## src/rtl/gpio_pin_pkg.sv

```systemverilog
package gpio_pin_pkg;

    // Bit positions in the control and status word
    localparam int B_OE       = 0;
    localparam int B_OV       = 1;
    localparam int B_TRIG     = 2;
    localparam int B_SEL_LO   = 3;
    localparam int B_SEL_HI   = 4;
    localparam int B_INT_EN   = 5;
    localparam int B_UNMASK   = 6;
    localparam int B_WK_LO    = 7;
    localparam int B_WK_HI    = 9;
    localparam int CFG_W      = 14;
    localparam int B_PIN      = 16;
    localparam int B_INT_STS  = 17;
    localparam int B_WAKE_STS = 18;
    localparam int WORD_MIN   = B_WAKE_STS + 1;

    typedef enum logic [1:0] {
        SEL_HI_RISE = 2'b00,
        SEL_LO_FALL = 2'b01,
        SEL_BOTH    = 2'b10,
        SEL_NONE    = 2'b11
    } act_sel_e;

    // Packed MSB first so that bit 0 is the output enable
    typedef struct packed {
        logic [1:0] drive;
        logic [1:0] pull;
        logic [2:0] wake_en;
        logic       unmask;
        logic       int_en;
        act_sel_e   sel;
        logic       level_mode;
        logic       out_val;
        logic       out_en;
    } pin_cfg_t;

    typedef struct packed {
        logic int_sts;
        logic wake_sts;
    } pin_sts_t;

endpackage

```

## src/rtl/pin_cfg_reg.sv

```systemverilog
module pin_cfg_reg
    import gpio_pin_pkg::*;
(
    input  logic     clk,
    input  logic     rst_n,
    input  logic     wr_en,
    input  pin_cfg_t wr_cfg,
    output pin_cfg_t cfg_q
);

    pin_cfg_t cfg_d;

    always_comb begin
        cfg_d = cfg_q;
        if (wr_en) begin
            cfg_d = wr_cfg;
        end
    end

    always_ff @(posedge clk or negedge rst_n) begin
        if (!rst_n) begin
            cfg_q <= '0;
        end else begin
            cfg_q <= cfg_d;
        end
    end

endmodule

```

## src/rtl/pin_event_det.sv

```systemverilog
module pin_event_det
    import gpio_pin_pkg::*;
(
    input  logic     clk,
    input  logic     rst_n,
    input  logic     pin_lvl,
    input  logic     level_mode,
    input  act_sel_e sel,
    output logic     hit
);

    logic pin_d, pin_q;
    logic rise, fall;

    always_comb begin
        pin_d = pin_lvl;
        rise  = pin_lvl & ~pin_q;
        fall  = ~pin_lvl & pin_q;
        hit   = 1'b0;
        if (level_mode) begin
            unique case (sel)
                SEL_HI_RISE: hit = pin_lvl;
                SEL_LO_FALL: hit = ~pin_lvl;
                default:     hit = 1'b0;
            endcase
        end else begin
            unique case (sel)
                SEL_HI_RISE: hit = rise;
                SEL_LO_FALL: hit = fall;
                SEL_BOTH:    hit = rise | fall;
                default:     hit = 1'b0;
            endcase
        end
    end

    always_ff @(posedge clk or negedge rst_n) begin
        if (!rst_n) begin
            pin_q <= 1'b0;
        end else begin
            pin_q <= pin_d;
        end
    end

endmodule

```

## src/rtl/pin_sts_reg.sv

```systemverilog
module pin_sts_reg
    import gpio_pin_pkg::*;
(
    input  logic clk,
    input  logic rst_n,
    input  logic hit,
    input  logic int_en,
    input  logic wake_arm,
    input  logic clr_int,
    input  logic clr_wake,
    input  logic unmask,
    output logic int_sts,
    output logic wake_sts,
    output logic int_pend,
    output logic wake_pend
);

    pin_sts_t sts_d, sts_q;

    always_comb begin
        sts_d = sts_q;
        // Clear first, then a detection in the same cycle overrides it
        if (clr_int) begin
            sts_d.int_sts = 1'b0;
        end
        if (clr_wake) begin
            sts_d.wake_sts = 1'b0;
        end
        if (hit && int_en) begin
            sts_d.int_sts = 1'b1;
        end
        if (hit && wake_arm) begin
            sts_d.wake_sts = 1'b1;
        end
    end

    always_ff @(posedge clk or negedge rst_n) begin
        if (!rst_n) begin
            sts_q <= '0;
        end else begin
            sts_q <= sts_d;
        end
    end

    assign int_sts   = sts_q.int_sts;
    assign wake_sts  = sts_q.wake_sts;
    assign int_pend  = sts_q.int_sts & unmask;
    assign wake_pend = sts_q.wake_sts & unmask;

endmodule

```

## src/rtl/gpio_pin_irq.sv

```systemverilog
module gpio_pin_irq
    import gpio_pin_pkg::*;
#(
    parameter int REG_W = 32
) (
    input  logic             clk,
    input  logic             rst_n,
    input  logic             pin_lvl,
    input  logic [1:0]       pwr_state,
    input  logic             wr_en,
    input  logic [REG_W-1:0] wr_data,
    output logic [REG_W-1:0] rd_data,
    output logic             pad_oe,
    output logic             pad_out,
    output logic             int_pend,
    output logic             wake_pend
);

    localparam int UPPER_W = REG_W - WORD_MIN;

    pin_cfg_t cfg_q;
    logic     hit;
    logic     wake_arm;
    logic     int_sts, wake_sts;
    logic     unused_wr;

    pin_cfg_reg u_cfg (
        .clk    (clk),
        .rst_n  (rst_n),
        .wr_en  (wr_en),
        .wr_cfg (pin_cfg_t'(wr_data[CFG_W-1:0])),
        .cfg_q  (cfg_q)
    );

    pin_event_det u_det (
        .clk        (clk),
        .rst_n      (rst_n),
        .pin_lvl    (pin_lvl),
        .level_mode (cfg_q.level_mode),
        .sel        (cfg_q.sel),
        .hit        (hit)
    );

    // Pick the wake enable that belongs to the present power state
    always_comb begin
        unique case (pwr_state)
            2'd1:    wake_arm = cfg_q.wake_en[0];
            2'd2:    wake_arm = cfg_q.wake_en[1];
            2'd3:    wake_arm = cfg_q.wake_en[2];
            default: wake_arm = 1'b0;
        endcase
    end

    pin_sts_reg u_sts (
        .clk       (clk),
        .rst_n     (rst_n),
        .hit       (hit),
        .int_en    (cfg_q.int_en),
        .wake_arm  (wake_arm),
        .clr_int   (wr_en & wr_data[B_INT_STS]),
        .clr_wake  (wr_en & wr_data[B_WAKE_STS]),
        .unmask    (cfg_q.unmask),
        .int_sts   (int_sts),
        .wake_sts  (wake_sts),
        .int_pend  (int_pend),
        .wake_pend (wake_pend)
    );

    always_comb begin
        rd_data                = '0;
        rd_data[CFG_W-1:0]     = cfg_q;
        rd_data[B_PIN]         = pin_lvl;
        rd_data[B_INT_STS]     = int_sts;
        rd_data[B_WAKE_STS]    = wake_sts;
    end

    assign pad_oe  = cfg_q.out_en;
    assign pad_out = cfg_q.out_en & cfg_q.out_val;

    generate
        if (UPPER_W > 0) begin : g_upper
            assign unused_wr = ^{wr_data[REG_W-1:WORD_MIN], wr_data[B_PIN:CFG_W]};
        end else begin : g_exact
            assign unused_wr = ^wr_data[B_PIN:CFG_W];
        end
    endgenerate

endmodule

```

## config.mk

```make
export PLATFORM = sky130hd
export DESIGN_NAME = gpio_pin_irq
export DESIGN_NICKNAME = d
export VERILOG_FILES = /design/src/rtl/gpio_pin_pkg.sv /design/src/rtl/pin_cfg_reg.sv /design/src/rtl/pin_event_det.sv /design/src/rtl/pin_sts_reg.sv /design/src/rtl/gpio_pin_irq.sv
export SDC_FILE = /design/constraint.sdc
export NUM_CORES = 1
export LEC_CHECK = 0
export BUFFER_PORTS_ARGS = -buffer_cell sky130_fd_sc_hd__buf_2
export CAP_MARGIN = 15
export CELL_PAD_IN_SITES_DETAIL_PLACEMENT = 1
export CELL_PAD_IN_SITES_GLOBAL_PLACEMENT = 2
export CORE_MARGIN = 4
export CORE_UTILIZATION = 21
export DETAILED_ROUTE_END_ITERATION = 6
export PLACE_DENSITY = 0.86
export RECOVER_POWER = 100
export SYNTH_ARGS = -nofsm -noshare
export SYNTH_HDL_FRONTEND = slang
export SYNTH_SLANG_ARGS = --single-unit
```

## constraint.sdc

```tcl
create_clock -name clk -period 1.3 [get_ports clk]
set_input_delay 0.13 -clock clk [delete_from_list [all_inputs] [get_ports clk]]
set_output_delay 0.13 -clock clk [all_outputs]
set_load 0.01 [all_outputs]
```

==> impl_results.rst <==
.. list-table::
   :header-rows: 1

   * - Metric
     - Value
   * - Power per unit of standard cell area
     - 1180 mW/mm^2
   * - Drt wl/cell
     - 13.2 um
   * - Clock latency on the worst-skew pair
     - 250 ps
   * - Drc violations
     - 0
   * - Row count
     - 24
   * - Setup slack of the worst register-to-register path
     - 30 ps
   * - Peak supply drop
     - 0.000459 V
   * - Count of maximum capacitance violations
     - 0
   * - Post-synthesis to final-layout area growth
     - 20.2%
   * - Total via count after detailed routing
     - 657
   * - Die H
     - 74.9 um
   * - Final worst path period share
     - 97.4%
   * - Count of pins on the block boundary
     - 74
   * - Clock-pin slew of the registers on the worst-case setup and hold paths
     - 70 ps
   * - Slowest stage cell on the critical path
     - dfrtp_1
   * - Number of antenna repair diodes
     - 0
   * - Length of routed met2 wiring
     - 1180 um
   * - Total number of nets in the final design
     - 158
   * - Antenna Nets Post-Route
     - 0
   * - # clock sinks
     - 17
   * - Global-route wire length before repair
     - 3350 um
   * - Share of final-layout standard cells stronger than drive strength 1
     - 36.8%
   * - Design area
     - 0.00113 mm^2
   * - Fill cell count
     - 520
   * - Final weighted congestion of routability-driven global placement
     - 0.672
   * - Worst-case reg-to-reg path depth
     - 4
   * - Final worst setup slack
     - 34.4 ps
   * - Iteration-0 DRC Markers
     - 9
   * - Die Wd
     - 74.9 um
   * - Post-synthesis cell count
     - 80
   * - Distinct cell type count of the synthesized netlist
     - 19
   * - Number of clock buffers inserted by TritonCTS
     - 3
   * - Tot GR Track Use
     - 7.83%
   * - Starting Density
     - 21.6%
   * - Category of the worst setup path launch point
     - register
   * - Critical path launch point
     - u_det.pin_q
   * - Post-synthesis average cell area
     - 11.8 um^2
   * - End of the worst register-to-register path
     - u_sts.int_sts
   * - Worst Path Arrival
     - 1400 ps
   * - Final setup violation count
     - 0
   * - Clock tree from TritonCTS
     - yes
   * - Maximum count of clock buffers along a single path
     - 2
   * - Crit Reg-Reg Startpoint
     - u_det.pin_q
   * - Area used by multi-input combinational logic
     - 390 um^2
   * - Placed cell areas
     - 0.00108 mm^2
   * - Cells traversed along the worst timing path
     - ha_1 -> mux2_4 -> o211ai_4 -> a21oi_2
   * - Initial antenna violation count
     - 0
   * - Pre-CTS setup slack
     - 75.2 ps
   * - Class of the tightest hold or removal check
     - in2reg
   * - Clock root cell
     - clkbuf_8
   * - Routed length on met1
     - 829 um
   * - HPWL after DPL
     - 1820 um
   * - Leakage power summed over all cells
     - 0.523 nW
   * - Residual overflow from global routing
     - 0
   * - Sequential-to-total area share from yosys stat
     - 45.2%
   * - Number of setup buffers added after CTS
     - 0
   * - Area of all sequential standard cells
     - 425 um^2
   * - CP Capture Point
     - u_sts.int_sts
   * - Status
     - finished clean
   * - Placeable core region
     - 0.00435 mm^2
   * - Routed via count divided by cell count
     - 3.89
   * - Number of levels the H-tree was split into
     - 1
   * - Uppermost signal routing layer after detailed routing
     - met3
   * - Worst Skew
     - 3.94 ps
   * - Pre-antenna DRT Iters
     - 2
   * - Fmax
     - 0.790 GHz
   * - Area of the die
     - 0.00562 mm^2
   * - Yosys reg bits
     - 17
   * - Routed length on met3
     - 232 um
   * - Critical path required time
     - 1430 ps
   * - Netlist area before placement
     - 941 um^2
   * - Maximum number of pins on one net before global-route repair
     - 18
   * - Maximum fanout along the worst path
     - 2
   * - Crit path largest cell delay
     - 400 ps
   * - Number of max-slew violations in the final report
     - 0
   * - Yosys warning total
     - 0
   * - Crit Path Category
     - reg2reg
   * - Number of hold violations in the final report
     - 0
   * - Critical Path Sink Type
     - register
   * - Vias in the first global route
     - 732
   * - Number of I/O port buffers
     - 42
   * - Routed Wire Length
     - 2240 um
   * - Final min period
     - 1270 ps
-- per-layer routing --
layer / GRT usage (%) / vias to the layer above
met5: 0 / -
met4: 1.78 / 0
met3: 2.14 / 0
met2: 15.0 / 35
met1: 8.45 / 320
li1: - / 302
-- critical path: cells and delay by family (launching register included) --
kind / cells / cell delay [ps]
mux: 1 / 270
compound gates: 2 / 290
fa+ha+maj: 1 / 190
flops: 1 / 400
-- worst min-delay path by stage --
| stage | startpoint | end | slack [ps] | depth (start not counted) |
|---|---|---|---|---|
| finish | wr_data[2] | u_cfg.cfg_q[2] | 100 | 3 |
| global route | wr_data[0] | u_cfg.cfg_q[0] | 100 | 2 |
| CTS | pin_lvl | u_det.pin_q | 60 | 1 |
| detailed placement | rst_n | u_cfg.cfg_q[3] | 90 | 1 |
| global placement | rst_n | u_det.pin_q | 70 | 1 |
| floorplan | rst_n | u_cfg.cfg_q[0] | -170 | 0 |
-- cell usage in the layout, fill, tap and decap left out --
cell,instances
a21oi_2,1
a21oi_1,2
nand2_1,2
o211ai_4,1
a2bb2oi_2,1
buf_2,19
clkinv_2,1
ha_2,1
xor2_1,1
o21ai_1,1
nor2b_1,1
dlygate4sd3_1,1
o21ai_0,1
clkbuf_1,22
clkbuf_8,3
mux2_2,13
inv_2,1
and2_1,3
clkbuf_2,1
conb_1,15
mux2_4,1
dfrtp_1,17
a21boi_0,2
ha_1,1
nor2_1,1
mux2i_1,2
inv_1,2
-- kinds of logic (layout without fill, tap and decap cells) --
| kind of cell | after synthesis | after routing | synth area share (%) |
|---|---|---|---|
| xor+xnor | 1 | 1 | 0.931 |
| fa+ha+maj | 2 | 2 | 2.66 |
| buf+inv | 27 | 50 | 21.1 |
| other cells | 1 | 15 | 0.399 |
| simple gates | 7 | 7 | 3.86 |
| flops | 17 | 17 | 45.2 |
| compound gates | 9 | 9 | 6.52 |
| mux | 16 | 16 | 19.3 |
-- report_power, final --
group	internal, mW	switching [mW]
sequential	0.588	0.0474
combinational	0.139	0.176
clock	0.212	0.177
total	0.939	0.400
-- area by class of cell --
type | count | share of cell area, %
tap | 52 | 5.75
clock inverter | 1 | 0.442
multi-input combinational | 50 | 34.5
timing repair buffer | 43 | 17.0
sequential | 17 | 37.6
inverter | 3 | 0.996
clock buffer | 3 | 3.65
-- flip-flops by register name (all words and copies together) (netlist names) --
register,cells
u_det.pin_q,1
u_sts.int_sts,1
u_sts.wake_sts,1
u_cfg.cfg_q,14
-- synth_stat cells --
library cell | count | share of area (%)
and2_1 | 3 | 2.0
buf_6 | 2 | 2.4
a21boi_0 | 2 | 1.6
nand2_1 | 2 | 0.80
dfrtp_1 | 17 | 45
o21ai_0 | 2 | 1.1
nor2b_1 | 1 | 0.67
conb_1 | 1 | 0.40
a2bb2oi_1 | 1 | 0.93
a21oi_1 | 3 | 1.6
o211ai_2 | 1 | 1.3
mux2_2 | 13 | 16
mux2i_1 | 2 | 2.1
inv_1 | 3 | 1.2
buf_4 | 22 | 18
ha_1 | 2 | 2.7
nor2_1 | 1 | 0.40
xor2_1 | 1 | 0.93
mux2_4 | 1 | 1.6
-- through the flow --
stage	util [%]	TNS [ps]	power, mW	hold WS [ps]	std cells
after floorplan	-	0	0.885	-166	94
after global placement	24.8	0	0.941	72.3	164
after detailed placement	24.8	0	0.959	86.4	164
after CTS	26.1	0	1.37	56.4	169
after global routing	26.0	-1.24	1.43	103	169
final	26.0	0	1.34	95.4	169
-- timing repair --
item | 4_1_cts | 5_1_grt
endpoints found under the setup margin | 0 | 2
endpoints found under the hold margin | 17 | 0
resized for setup | 0 | 6
hold buffers | 1 | 0
No activity file was read; power rests on OpenSTA's default activity.
